==> src/rtl/flash_cmd_pkg.sv <==
package flash_cmd_pkg;

  typedef enum logic [2:0] {
    OP_NONE = 3'd0,
    OP_PROG = 3'd1,
    OP_SECT = 3'd2,
    OP_BLK  = 3'd3,
    OP_CHIP = 3'd4
  } op_kind_e;

  typedef enum logic [1:0] {
    RD_ARRAY = 2'd0,
    RD_ID    = 2'd1,
    RD_CFI   = 2'd2
  } rd_mode_e;

  typedef enum logic [2:0] {
    S_IDLE = 3'd0,
    S_UNL1 = 3'd1,
    S_UNL2 = 3'd2,
    S_PROG = 3'd3,
    S_ERS1 = 3'd4,
    S_ERS2 = 3'd5,
    S_ERS3 = 3'd6
  } seq_state_e;

  localparam logic [7:0] CODE_KEY1   = 8'hAA;
  localparam logic [7:0] CODE_KEY2   = 8'h55;
  localparam logic [7:0] CODE_PROG   = 8'hA0;
  localparam logic [7:0] CODE_ERASE  = 8'h80;
  localparam logic [7:0] CODE_IDENT  = 8'h90;
  localparam logic [7:0] CODE_QUERY  = 8'h98;
  localparam logic [7:0] CODE_EXIT   = 8'hF0;
  localparam logic [7:0] CODE_SECT   = 8'h30;
  localparam logic [7:0] CODE_BLK    = 8'h50;
  localparam logic [7:0] CODE_CHIP   = 8'h10;

endpackage

==> src/rtl/wr_cycle_capture.sv <==
module wr_cycle_capture #(
  parameter int AW = 18,
  parameter int DW = 16
) (
  input  logic          clk,
  input  logic          rst_n,
  input  logic          ce_n,
  input  logic          we_n,
  input  logic [AW-1:0] addr,
  input  logic [DW-1:0] wdata,
  output logic          cyc_vld,
  output logic [AW-1:0] cyc_addr,
  output logic [DW-1:0] cyc_data
);

  logic          act;
  logic          act_q;
  logic          lead;
  logic          trail;
  logic [AW-1:0] addr_lat_q;
  logic          vld_q;
  logic [AW-1:0] cyc_addr_q;
  logic [DW-1:0] cyc_data_q;

  assign act   = ~ce_n & ~we_n;
  assign lead  = act & ~act_q;
  assign trail = ~act & act_q;

  always_ff @(posedge clk or negedge rst_n) begin
    if (!rst_n) begin
      act_q <= 1'b0;
      vld_q <= 1'b0;
    end else begin
      act_q <= act;
      vld_q <= trail;
    end
  end

  // address taken when the strobe opens
  always_ff @(posedge clk or negedge rst_n) begin
    if (!rst_n) begin
      addr_lat_q <= '0;
    end else if (lead) begin
      addr_lat_q <= addr;
    end
  end

  // data taken when the strobe closes
  always_ff @(posedge clk or negedge rst_n) begin
    if (!rst_n) begin
      cyc_addr_q <= '0;
      cyc_data_q <= '0;
    end else if (trail) begin
      cyc_addr_q <= addr_lat_q;
      cyc_data_q <= wdata;
    end
  end

  assign cyc_vld  = vld_q;
  assign cyc_addr = cyc_addr_q;
  assign cyc_data = cyc_data_q;

endmodule

==> src/rtl/cmd_seq_fsm.sv <==
module cmd_seq_fsm
  import flash_cmd_pkg::*;
#(
  parameter int AW       = 18,
  parameter int DW       = 16,
  parameter int SECT_LSB = 11,
  parameter int BLK_LSB  = 15
) (
  input  logic          clk,
  input  logic          rst_n,
  input  logic          cyc_vld,
  input  logic [AW-1:0] cyc_addr,
  input  logic [DW-1:0] cyc_data,
  input  logic          busy,
  output logic          op_start,
  output logic [2:0]    op_kind,
  output logic [AW-1:0] op_addr,
  output logic [DW-1:0] op_data,
  output logic          mode_wr,
  output rd_mode_e      mode_val
);

  localparam logic [AW-1:0] ADDR_KEY_A = AW'(16'h5555);
  localparam logic [AW-1:0] ADDR_KEY_B = AW'(16'h2AAA);

  seq_state_e    state_q, state_d;
  logic          start_q, start_d;
  op_kind_e      kind_q, kind_d;
  logic [AW-1:0] addr_q, addr_d;
  logic [DW-1:0] data_q, data_d;

  logic          take;
  logic [7:0]    code;
  logic          at_a;
  logic          at_b;

  assign take = cyc_vld & ~busy;
  assign code = cyc_data[7:0];
  assign at_a = (cyc_addr == ADDR_KEY_A);
  assign at_b = (cyc_addr == ADDR_KEY_B);

  always_comb begin
    state_d  = state_q;
    start_d  = 1'b0;
    kind_d   = kind_q;
    addr_d   = addr_q;
    data_d   = data_q;
    mode_wr  = 1'b0;
    mode_val = RD_ARRAY;
    if (take) begin
      // any mismatch below falls back to idle and array read
      state_d = S_IDLE;
      mode_wr = 1'b1;
      unique case (state_q)
        S_IDLE: begin
          if (at_a && code == CODE_KEY1) begin
            state_d = S_UNL1;
            mode_wr = 1'b0;
          end
        end
        S_UNL1: begin
          if (at_b && code == CODE_KEY2) begin
            state_d = S_UNL2;
            mode_wr = 1'b0;
          end
        end
        S_UNL2: begin
          if (at_a) begin
            unique case (code)
              CODE_PROG:  begin state_d = S_PROG; mode_wr = 1'b0; end
              CODE_ERASE: begin state_d = S_ERS1; mode_wr = 1'b0; end
              CODE_IDENT: mode_val = RD_ID;
              CODE_QUERY: mode_val = RD_CFI;
              default:    mode_val = RD_ARRAY;
            endcase
          end
        end
        S_PROG: begin
          mode_wr = 1'b0;
          start_d = 1'b1;
          kind_d  = OP_PROG;
          addr_d  = cyc_addr;
          data_d  = cyc_data;
        end
        S_ERS1: begin
          if (at_a && code == CODE_KEY1) begin
            state_d = S_ERS2;
            mode_wr = 1'b0;
          end
        end
        S_ERS2: begin
          if (at_b && code == CODE_KEY2) begin
            state_d = S_ERS3;
            mode_wr = 1'b0;
          end
        end
        S_ERS3: begin
          if (code == CODE_SECT) begin
            mode_wr = 1'b0;
            start_d = 1'b1;
            kind_d  = OP_SECT;
            addr_d  = {cyc_addr[AW-1:SECT_LSB], {SECT_LSB{1'b0}}};
            data_d  = '0;
          end else if (code == CODE_BLK) begin
            mode_wr = 1'b0;
            start_d = 1'b1;
            kind_d  = OP_BLK;
            addr_d  = {cyc_addr[AW-1:BLK_LSB], {BLK_LSB{1'b0}}};
            data_d  = '0;
          end else if (code == CODE_CHIP && at_a) begin
            mode_wr = 1'b0;
            start_d = 1'b1;
            kind_d  = OP_CHIP;
            addr_d  = '0;
            data_d  = '0;
          end
        end
        default: ;
      endcase
    end
  end

  always_ff @(posedge clk or negedge rst_n) begin
    if (!rst_n) begin
      state_q <= S_IDLE;
      start_q <= 1'b0;
      kind_q  <= OP_NONE;
      addr_q  <= '0;
      data_q  <= '0;
    end else begin
      state_q <= state_d;
      start_q <= start_d;
      if (start_d) begin
        kind_q <= kind_d;
        addr_q <= addr_d;
        data_q <= data_d;
      end
    end
  end

  assign op_start = start_q;
  assign op_kind  = kind_q;
  assign op_addr  = addr_q;
  assign op_data  = data_q;

endmodule

==> src/rtl/read_mode_ctrl.sv <==
module read_mode_ctrl
  import flash_cmd_pkg::*;
#(
  parameter int            AW       = 18,
  parameter int            DW       = 16,
  parameter logic [DW-1:0] MFR_WORD = 16'h00BF,
  parameter logic [DW-1:0] DEV_WORD = 16'h2780
) (
  input  logic          clk,
  input  logic          rst_n,
  input  logic          mode_wr,
  input  rd_mode_e      mode_val,
  input  logic [AW-1:0] rd_addr,
  output logic [1:0]    rd_mode,
  output logic [DW-1:0] id_word
);

  rd_mode_e mode_q, mode_d;

  always_comb begin
    mode_d = mode_q;
    if (mode_wr) mode_d = mode_val;
  end

  always_ff @(posedge clk or negedge rst_n) begin
    if (!rst_n) mode_q <= RD_ARRAY;
    else        mode_q <= mode_d;
  end

  always_comb begin
    id_word = '0;
    if (mode_q == RD_ID) begin
      if (rd_addr == AW'(0))      id_word = MFR_WORD;
      else if (rd_addr == AW'(1)) id_word = DEV_WORD;
    end
  end

  assign rd_mode = mode_q;

endmodule

==> src/rtl/flash_cmd_decoder.sv <==
module flash_cmd_decoder
  import flash_cmd_pkg::*;
#(
  parameter int AW       = 18,
  parameter int DW       = 16,
  parameter int SECT_LSB = 11,
  parameter int BLK_LSB  = 15
) (
  input  logic          clk,
  input  logic          rst_n,
  input  logic          ce_n,
  input  logic          we_n,
  input  logic [AW-1:0] addr,
  input  logic [DW-1:0] wdata,
  input  logic          busy,
  output logic          op_start,
  output logic [2:0]    op_kind,
  output logic [AW-1:0] op_addr,
  output logic [DW-1:0] op_data,
  output logic [1:0]    rd_mode,
  output logic [DW-1:0] id_word
);

  localparam int SYNC_DEPTH = 2;

  logic [SYNC_DEPTH-1:0] rst_sync_q;
  logic                  rst_int_n;
  logic                  cyc_vld;
  logic [AW-1:0]         cyc_addr;
  logic [DW-1:0]         cyc_data;
  logic                  mode_wr;
  rd_mode_e              mode_val;

  // asynchronous assert, synchronous release
  always_ff @(posedge clk or negedge rst_n) begin
    if (!rst_n) rst_sync_q <= '0;
    else        rst_sync_q <= {rst_sync_q[SYNC_DEPTH-2:0], 1'b1};
  end
  assign rst_int_n = rst_sync_q[SYNC_DEPTH-1];

  wr_cycle_capture #(.AW(AW), .DW(DW)) u_cap (
    .clk      (clk),
    .rst_n    (rst_int_n),
    .ce_n     (ce_n),
    .we_n     (we_n),
    .addr     (addr),
    .wdata    (wdata),
    .cyc_vld  (cyc_vld),
    .cyc_addr (cyc_addr),
    .cyc_data (cyc_data)
  );

  cmd_seq_fsm #(.AW(AW), .DW(DW), .SECT_LSB(SECT_LSB), .BLK_LSB(BLK_LSB)) u_seq (
    .clk      (clk),
    .rst_n    (rst_int_n),
    .cyc_vld  (cyc_vld),
    .cyc_addr (cyc_addr),
    .cyc_data (cyc_data),
    .busy     (busy),
    .op_start (op_start),
    .op_kind  (op_kind),
    .op_addr  (op_addr),
    .op_data  (op_data),
    .mode_wr  (mode_wr),
    .mode_val (mode_val)
  );

  read_mode_ctrl #(.AW(AW), .DW(DW)) u_rd (
    .clk      (clk),
    .rst_n    (rst_int_n),
    .mode_wr  (mode_wr),
    .mode_val (mode_val),
    .rd_addr  (addr),
    .rd_mode  (rd_mode),
    .id_word  (id_word)
  );

endmodule

==> config.mk <==
export PLATFORM = sky130hd
export DESIGN_NAME = flash_cmd_decoder
export DESIGN_NICKNAME = d
export VERILOG_FILES = /design/src/rtl/flash_cmd_pkg.sv /design/src/rtl/wr_cycle_capture.sv /design/src/rtl/cmd_seq_fsm.sv /design/src/rtl/read_mode_ctrl.sv /design/src/rtl/flash_cmd_decoder.sv
export SDC_FILE = /design/constraint.sdc
export NUM_CORES = 1
export LEC_CHECK = 0
export ABC_AREA = 1
export BUFFER_PORTS_ARGS = -buffer_cell sky130_fd_sc_hd__buf_4
export CAP_MARGIN = 25
export CORE_UTILIZATION = 55
export CTS_CLUSTER_SIZE = 30
export DETAILED_ROUTE_END_ITERATION = 16
export GPL_TIMING_DRIVEN = 0
export PLACE_DENSITY = 0.88
export SETUP_SLACK_MARGIN = 0.02
export SLEW_MARGIN = 20
export SYNTH_ARGS = -nofsm -noshare
export SYNTH_HDL_FRONTEND = slang
export SYNTH_SLANG_ARGS = --single-unit
export TNS_END_PERCENT = 5
==> constraint.sdc <==
create_clock -name clk -period 7.9 [get_ports clk]
set_clock_uncertainty 0.15 [all_clocks]
set_input_delay 1.58 -clock clk [delete_from_list [all_inputs] [get_ports clk]]
set_output_delay 1.58 -clock clk [all_outputs]
set_load 0.02 [all_outputs]
==> results of run 1 <==
[synthesized netlist by cell type]
library cell  number
nand2_1          147
dfrtp_1           99
nor2_1            42
nand2_2           38
inv_1             37
o21ai_2           34
o21ai_0           32
buf_4             14
nand3_1           14
nand4_1           11
clkbuf_1          10
mux2_2             8
buf_6              7
nor2_4             7
inv_2              5
nor3_1             5
clkinv_1           3
nor2_2             3
conb_1             2
nand2_4            2
nand3_2            2
nor3b_1            2
nor4_1             2
a21oi_1            1
nand3_4            1
o21bai_1           1
o31ai_1            1
[how the worst max path moves through the flow]
stage / to / cells after the start / startpoint
finish: id_word[5] / 6 / addr[11]
global route: id_word[5] / 6 / addr[11]
CTS: id_word[5] / 6 / addr[11]
detailed placement: id_word[5] / 6 / addr[11]
global placement: id_word[1] / 6 / addr[11]
floorplan: id_word[1] / 4 / addr[17]
[state kept, by name (all words and copies together), names as in the netlist]
name / cells
u_cap.addr_lat_q: 18
u_cap.cyc_addr: 18
u_seq.op_addr: 18
u_cap.cyc_data: 16
u_seq.op_data: 16
u_seq.op_kind: 3
u_seq.state_q: 3
rst_sync_q: 2
u_rd.rd_mode: 2
u_cap.act_q: 1
u_cap.cyc_vld: 1
u_seq.op_start: 1
[final cells by class]
| cell class | instances | area [um^2] | area share |
|---|---|---|---|
| Buffer | 31 | 221 | 0.0384 |
| Clock buffer | 10 | 128 | 0.0221 |
| Clock inverter | 5 | 61.3 | 0.0106 |
| Inverter | 45 | 169 | 0.0293 |
| Multi-Input combinational cell | 359 | 1890 | 0.327 |
| Sequential cell | 99 | 2480 | 0.430 |
| Tap cell | 105 | 131 | 0.0228 |
| Timing Repair Buffer | 90 | 696 | 0.120 |
[cells in the final DEF, fill, tap and decap left out, types with 3 or more instances in the layout]
cell / n
dfrtp_1: 98
buf_4: 103
nor3_1: 5
o21ai_0: 32
clkbuf_1: 11
conb_1: 6
o21ai_2: 34
nand2_2: 38
nand3_1: 14
nor2_1: 42
nor2_2: 3
clkinv_1: 3
nor2_4: 7
inv_2: 5
inv_1: 37
nand4_1: 11
mux2_2: 8
clkbuf_8: 9
nand2_1: 147
buf_6: 7
[power by group]
group / switching, mW / internal (mW) / total, mW / leakage [nW]
logic: 0.0877 / 0.0568 / 0.145 / 1.53
registers: 0.0485 / 0.554 / 0.602 / 1.29
clock network: 0.175 / 0.147 / 0.322 / 0.0971
total: 0.311 / 0.758 / 1.07 / 2.92
[metrics by stage]
stage	setup slack [ns]	util	hold WS [ns]
floorplan	3.47	-	0.181
global route	3.18	0.699	0.225
global placement	3.37	0.673	0.186
detailed placement	3.26	0.676	0.192
finish	3.28	0.699	0.210
CTS	3.26	0.699	0.214
[kinds of logic after synthesis]
logic type | share of synthesized area
DFF | 0.523
and+or+nand+nor | 0.273
AOI/OAI and AO/OA | 0.101
buffers and inverters | 0.0824
other | 0.00158
muxes | 0.0190
[layer usage]
metal / global-route usage / vias to the layer above / routed length, um
li1: - / 1866 / -
met1: 0.303 / 1815 / 4440
met2: 0.420 / 120 / 4950
met3: 0.0475 / 18 / 704
met4: 0.114 / 0 / 290
met5: 0 / - / 0
==> impl_summary.log, run 1 <==
[metrics] run status: complete, no violations
[metrics] level count of the clock H-tree: 3
[metrics] Post-Syn Area: 0.00474 mm^2
[metrics] total of cells resized after clock tree synthesis: 0
[metrics] Final GP Congestion: 0.905
[metrics] number of optimization iterations in the first detailed-route pass: 4
[metrics] fraction of layout instances using a drive strength above 1: 0.354
[metrics] worst slew slack as a fraction of its limit: 0.536
[metrics] count of maximum capacitance violations: 0
[metrics] number of CTS-inserted buffers: 9
[metrics] number of setup buffers added after CTS: 0
[metrics] standard cell with the maximum stage delay on the critical path: nor2_1
[metrics] startpoint kind of the worst setup timing path: input port
[metrics] initial core utilization: 0.574
[metrics] layout-stage area growth over the synthesis result: 21.8%
[metrics] warning count from the yosys run: 0
[metrics] clock latency of the later-clocked register in the worst-skew pair: 0.38 ns
[metrics] die span in x: 94.8 um
[metrics] kind of capture point of the worst setup path: output port
[metrics] PnR Total Power: 1.07 mW
[metrics] number of setup violations in the final report: 0
[metrics] Vias: 3,819
[metrics] count of mapped cells out of synthesis: 530
[metrics] reg2reg end: u_cap.cyc_data[11]$_DFFE_PN0P_
[metrics] Top cell by count, worst path: buf_4
[metrics] arrival time of the worst setup path: 2.89 ns
[metrics] Worst Path Max Fanout: 6
[metrics] maximum number of pins on one net before global-route repair: 50
[metrics] Inst Count DP: 729
[metrics] count of standard-cell rows: 33
[metrics] total clock sinks: 99
[metrics] worst reg2reg setup slack: 5.93 ns
[metrics] number of global-route vias before repair: 3,736
[metrics] total buffers and inverters traversed by the critical path: 3
[metrics] FMAX: 216 MHz
[metrics] required time reported for the critical path endpoint: 6.17 ns
[metrics] cells taking the most area after synthesis: dfrtp_1 52%, nand2_1 12%, o21ai_2 6.3%
[metrics] dominant cell type by area after synthesis: dfrtp_1
[metrics] Critical Path Max Stage Delay: 0.36 ns
[metrics] Vias per Instance: 5.13
[metrics] unrepaired setup endpoints after global routing: no
[metrics] HP Class: flop to asynchronous set/reset pin
[metrics] sum of routed wire length over all layers: 10.4 mm
[metrics] TritonCTS clock tree: yes
[metrics] cell count of the worst reg-to-reg path: 6
[metrics] Avg Cell Area, Syn: 8.94 um^2
[metrics] final cell count without fillers: 744
[metrics] pwr/cell area: 185 mW/mm^2
[metrics] Layout Nets: 674
[metrics] area of all placed cells without fillers: 0.00577 mm^2
[metrics] placeable core region: 0.00826 mm^2
[metrics] cell area after placement: 0.00559 mm^2
[metrics] Bufs on Longest Clock Path: 2
[metrics] number of routed nets with antenna violations: 0
[metrics] Overflow after GRT: 0
[metrics] hold violation total from the final report: 0
[metrics] sequential-to-total area share from yosys stat: 0.523
[metrics] drt wl/cell: 14.0 um
[metrics] startpoint-to-endpoint class of the critical path: input port to output port
[metrics] Fillers: 642
[metrics] global-route wire length before repair: 16.6 mm
[metrics] transition time at the pin with the least slew margin: 0.693 ns
[metrics] r2r startpoint: u_cap.act_q$_DFF_PN0_
[metrics] portion of synthesized cell area occupied by the leading cell type: 0.523
[metrics] synthesized flop and latch total: 99
[metrics] P_leak: 2.92 nW
[metrics] clock edge transition at the registers on the reported setup and hold paths: 0.09 ns
[metrics] n_diodes: 0
[metrics] count of pins on the block boundary: 95
[metrics] cell-by-cell trace of the critical path: buf_4 -> nor4_1 -> nand4_1 -> nor2_1 -> buf_4 -> buf_4
[metrics] post-layout minimum cycle time: 4.62 ns
[metrics] largest voltage drop on the vdd net: 0.102 mV
[metrics] number of distinct library cells after synthesis: 27
[metrics] die span in y: 94.8 um
[metrics] sum of negative setup slack: 0 ns
[metrics] first-iteration detailed-routing DRC count: 210
[metrics] antenna violations before repair: 0
[metrics] GRT Overall Usage: 0.247
[metrics] max-slew violation count: 0
[metrics] hold-fix buffer count after cts: 0
[metrics] clock root cell: clkbuf_8
[metrics] area enclosed by the die boundary: 0.00899 mm^2
[metrics] final worst-path cycle share: 0.585
[metrics] Buffers on Ports: 89
[metrics] count of unresolved DRC violations after routing: 0
[metrics] total half-perimeter wirelength after legalization and detailed placement: 7.89 mm
[metrics] Worst path top cell family by delay: simple AND/OR/NAND/NOR gates
Power figures use the tool's default switching activity.
==> run 2, diff against run 1 <==
ABC_AREA = 0   (was 1)
CORE_UTILIZATION = 54   (was 55)
PLACE_DENSITY = 0.87   (was 0.88)
clock period = 4.3 ns   (was 7.9 ns; I/O delays follow)
==> run 2 against run 1 <==
  * Largest cell class unchanged
  * Critical path depth increased by 1
  * Utilization down 0.19 points
  * Worst hold slack lost 0.098 ns
  * Combinational power up 96%
  * Power increased by 93%
  * Setup slack worse by 2.7 ns
  * Design area is 5.2% lower
  * Sequential power increased by 93%
==> impl_summary.log, run 2 <==
[metrics] Worst path top cell family by delay: simple AND/OR/NAND/NOR gates
[metrics] die span in x: 92.6 um
[metrics] standard cell with the maximum stage delay on the critical path: nor4_1
[metrics] cells taking the most area after synthesis: dfrtp_1 56%, mux2_2 13%, mux2i_1 7.2%
[metrics] share of total power in sequential cells: 0.562
[metrics] cell-by-cell trace of the critical path: buf_4 -> nor4_1 -> nand4_1 -> nor4_1 -> nor2b_1 -> buf_4 -> buf_4
[metrics] P_leak: 2.64 nW
[metrics] n_diodes: 0
[metrics] post-layout minimum cycle time: 3.72 ns
[metrics] placeable core region: 0.00785 mm^2
[metrics] number of optimization iterations in the first detailed-route pass: 4
[metrics] antenna violations before repair: 0
[metrics] drt wl/cell: 15.9 um
[metrics] fraction of power spent switching nets: 0.278
[metrics] worst slew slack as a fraction of its limit: 0.496
[metrics] clock edge transition at the registers on the reported setup and hold paths: 0.09 ns
[metrics] pwr/cell area: 377 mW/mm^2
[metrics] clock root cell: clkbuf_8
[metrics] startpoint of the worst setup timing path: addr[17]
[metrics] post-synthesis async set-or-reset flop share: 1.00
[metrics] number of global-route vias before repair: 3,050
[metrics] die span in y: 92.6 um
[metrics] share of total power in combinational logic: 0.138
[metrics] arrival time of the worst setup path: 2.71 ns
[metrics] most frequent cells in the layout: 103 x buf_4, 98 x dfrtp_1, 52 x mux2_2
[metrics] level count of the clock H-tree: 3
[metrics] first-iteration detailed-routing DRC count: 154
[metrics] fraction of layout instances using a drive strength above 1: 0.379
[metrics] number of setup buffers added after CTS: 0
[metrics] dominant synthesized flop cell: dfrtp_1
[metrics] hold-fix buffer count after cts: 0
[metrics] number of routed nets with antenna violations: 0
[metrics] clock power share: 0.300
[metrics] most common library cell in the layout ignoring fill and taps: buf_4
[metrics] FMAX: 269 MHz
[metrics] count of pins on the block boundary: 95
[metrics] startpoint-to-endpoint class of the critical path: input port to output port
[metrics] count of mapped cells out of synthesis: 367
[metrics] number of CTS-inserted buffers: 9
[metrics] final worst-path cycle share: 0.865
[metrics] total half-perimeter wirelength after legalization and detailed placement: 6.79 mm
[metrics] sum of negative setup slack: 0 ns
[metrics] kind of capture point of the worst setup path: output port
[metrics] area enclosed by the die boundary: 0.00857 mm^2
[metrics] required time reported for the critical path endpoint: 3.29 ns
[metrics] dominant cell type by area after synthesis: dfrtp_1
[metrics] r2r startpoint: u_cap.cyc_data[2]$_DFFE_PN0P_
[metrics] Switch Pwr: 572 uW
[metrics] Vias per Instance: 5.31
[metrics] Worst Path Max Fanout: 6
[metrics] unrepaired setup endpoints after global routing: no
[metrics] Post-synth EDFFs: 0
[metrics] run status: complete, no violations
[metrics] Post-synth top cells: 99 x dfrtp_1, 52 x mux2_2, 36 x inv_1
[metrics] count of standard-cell rows: 32
[metrics] global-route wire length before repair: 15.3 mm
[metrics] post-layout util: 0.697
[metrics] transition time at the pin with the least slew margin: 0.750 ns
[metrics] Avg Cell Area, Syn: 12.1 um^2
[metrics] Post-Syn Area: 0.00443 mm^2
[metrics] initial core utilization: 0.564
[metrics] TritonCTS clock tree: yes
[metrics] total of cells resized after clock tree synthesis: 0
[metrics] count of maximum capacitance violations: 0
[metrics] number of setup violations in the final report: 0
[metrics] Top cell by count, worst path: buf_4
[metrics] number of distinct library cells after synthesis: 42
[metrics] internal power consumption: 1.49 mW
[metrics] Vias: 3,080
[metrics] GRT Overall Usage: 0.235
[metrics] max-slew violation count: 0
[metrics] HP Class: input port to asynchronous set/reset pin
[metrics] maximum number of pins on one net before global-route repair: 56
[metrics] Overflow after GRT: 0
[metrics] startpoint kind of the worst setup timing path: input port
[metrics] sequential-to-total area share from yosys stat: 0.559
[metrics] count of unresolved DRC violations after routing: 0
[metrics] Critical Path Max Stage Delay: 0.51 ns
[metrics] Buffers on Ports: 89
[metrics] most used standard cell by instance count after synthesis: dfrtp_1
[metrics] Bufs on Longest Clock Path: 2
[metrics] portion of synthesized cell area occupied by the leading cell type: 0.559
[metrics] total clock sinks: 99
[metrics] largest voltage drop on the vdd net: 0.284 mV
[metrics] total buffers and inverters traversed by the critical path: 3
[metrics] Final GP Congestion: 0.882
[metrics] layout-stage area growth over the synthesis result: 23.6%
[metrics] sum of routed wire length over all layers: 9.21 mm
[metrics] synthesized flop and latch total: 99
[metrics] PnR Total Power: 2.06 mW
[metrics] Layout Nets: 512
[metrics] hold violation total from the final report: 0
[metrics] warning count from the yosys run: 0
[metrics] clock latency of the later-clocked register in the worst-skew pair: 0.36 ns
run 2: changes by cell type after synthesis, moves of 6 or more:
| cell | change |
|---|---|
| nand2_1 | -114 |
| mux2_2 | +44 |
| nand2_2 | -38 |
| o21ai_2 | -34 |
| mux2i_1 | +32 |
| nor2_1 | -32 |
| o21ai_0 | -28 |
| nand3_1 | -11 |
| nor2b_1 | +9 |
| mux2_1 | +7 |
| nor2_4 | -7 |
| buf_6 | -6 |
run 2: power groups by stage:
| stage | Combinational, mW | Clock (mW) | Sequential (mW) |
|---|---|---|---|
| after floorplan | 0.202 | 0 | 1.14 |
| after global placement | 0.259 | 0 | 1.17 |
| after detailed placement | 0.284 | 0 | 1.18 |
| after CTS | 0.287 | 0.631 | 1.16 |
| after global routing | 0.313 | 0.662 | 1.18 |
| final | 0.284 | 0.618 | 1.16 |
run 2: logic make-up after synthesis:
group | Yosys count | synth area share
AO/OA/AOI/OAI | 15 | 0.0226
buffers and inverters | 63 | 0.0721
XOR/XNOR | 1 | 0.00198
other | 2 | 0.00170
AND/OR/NAND/NOR | 96 | 0.120
flip-flops | 99 | 0.559
multiplexers | 91 | 0.222
run 2: cell type report:
class                      count  area [um^2]
buffer                        27          184
fill                         586         2370
timing repair buffer          91          693
inverter                      36          135
clock inverter                 7         81.3
clock buffer                   9          124
tap                          102          128
sequential                    99         2480
multi-input combinational    209         1650
run 2: stage by stage:
stage | hold slack [ns] | std cells | instance area (um^2) | setup WS [ns]
after CTS | 0.101 | 580 | 5470 | 0.594
after floorplan | 0.181 | 371 | 4440 | 0.477
after global routing | 0.0962 | 580 | 5470 | 0.367
after global placement | 0.187 | 562 | 5240 | 0.244
after detailed placement | 0.186 | 564 | 5270 | 0.609
final | 0.113 | 580 | 5470 | 0.579
run 2: final timing paths:
path	to	slack, ns	cells after the start
min in group clk	rst_sync_q[1]$_DFF_PN0_	0.21	0
max reg2reg	u_rd.rd_mode[1]$_DFFE_PN0P_	1.46	6
min	rst_sync_q[1]$_DFF_PN0_	0.11	1
max in group asynchronous	u_seq.op_addr[11]$_DFFE_PN0P_	3.09	1
min reg2reg	rst_sync_q[1]$_DFF_PN0_	0.21	0
max	id_word[5]	0.58	7
run 2: layer usage:
metal	share of wire	vias up	GRT usage
li1	-	1448	-
met5	0	-	0
met4	0.022	0	0.0938
met3	0.042	15	0.0419
met1	0.47	1526	0.335
met2	0.47	91	0.357
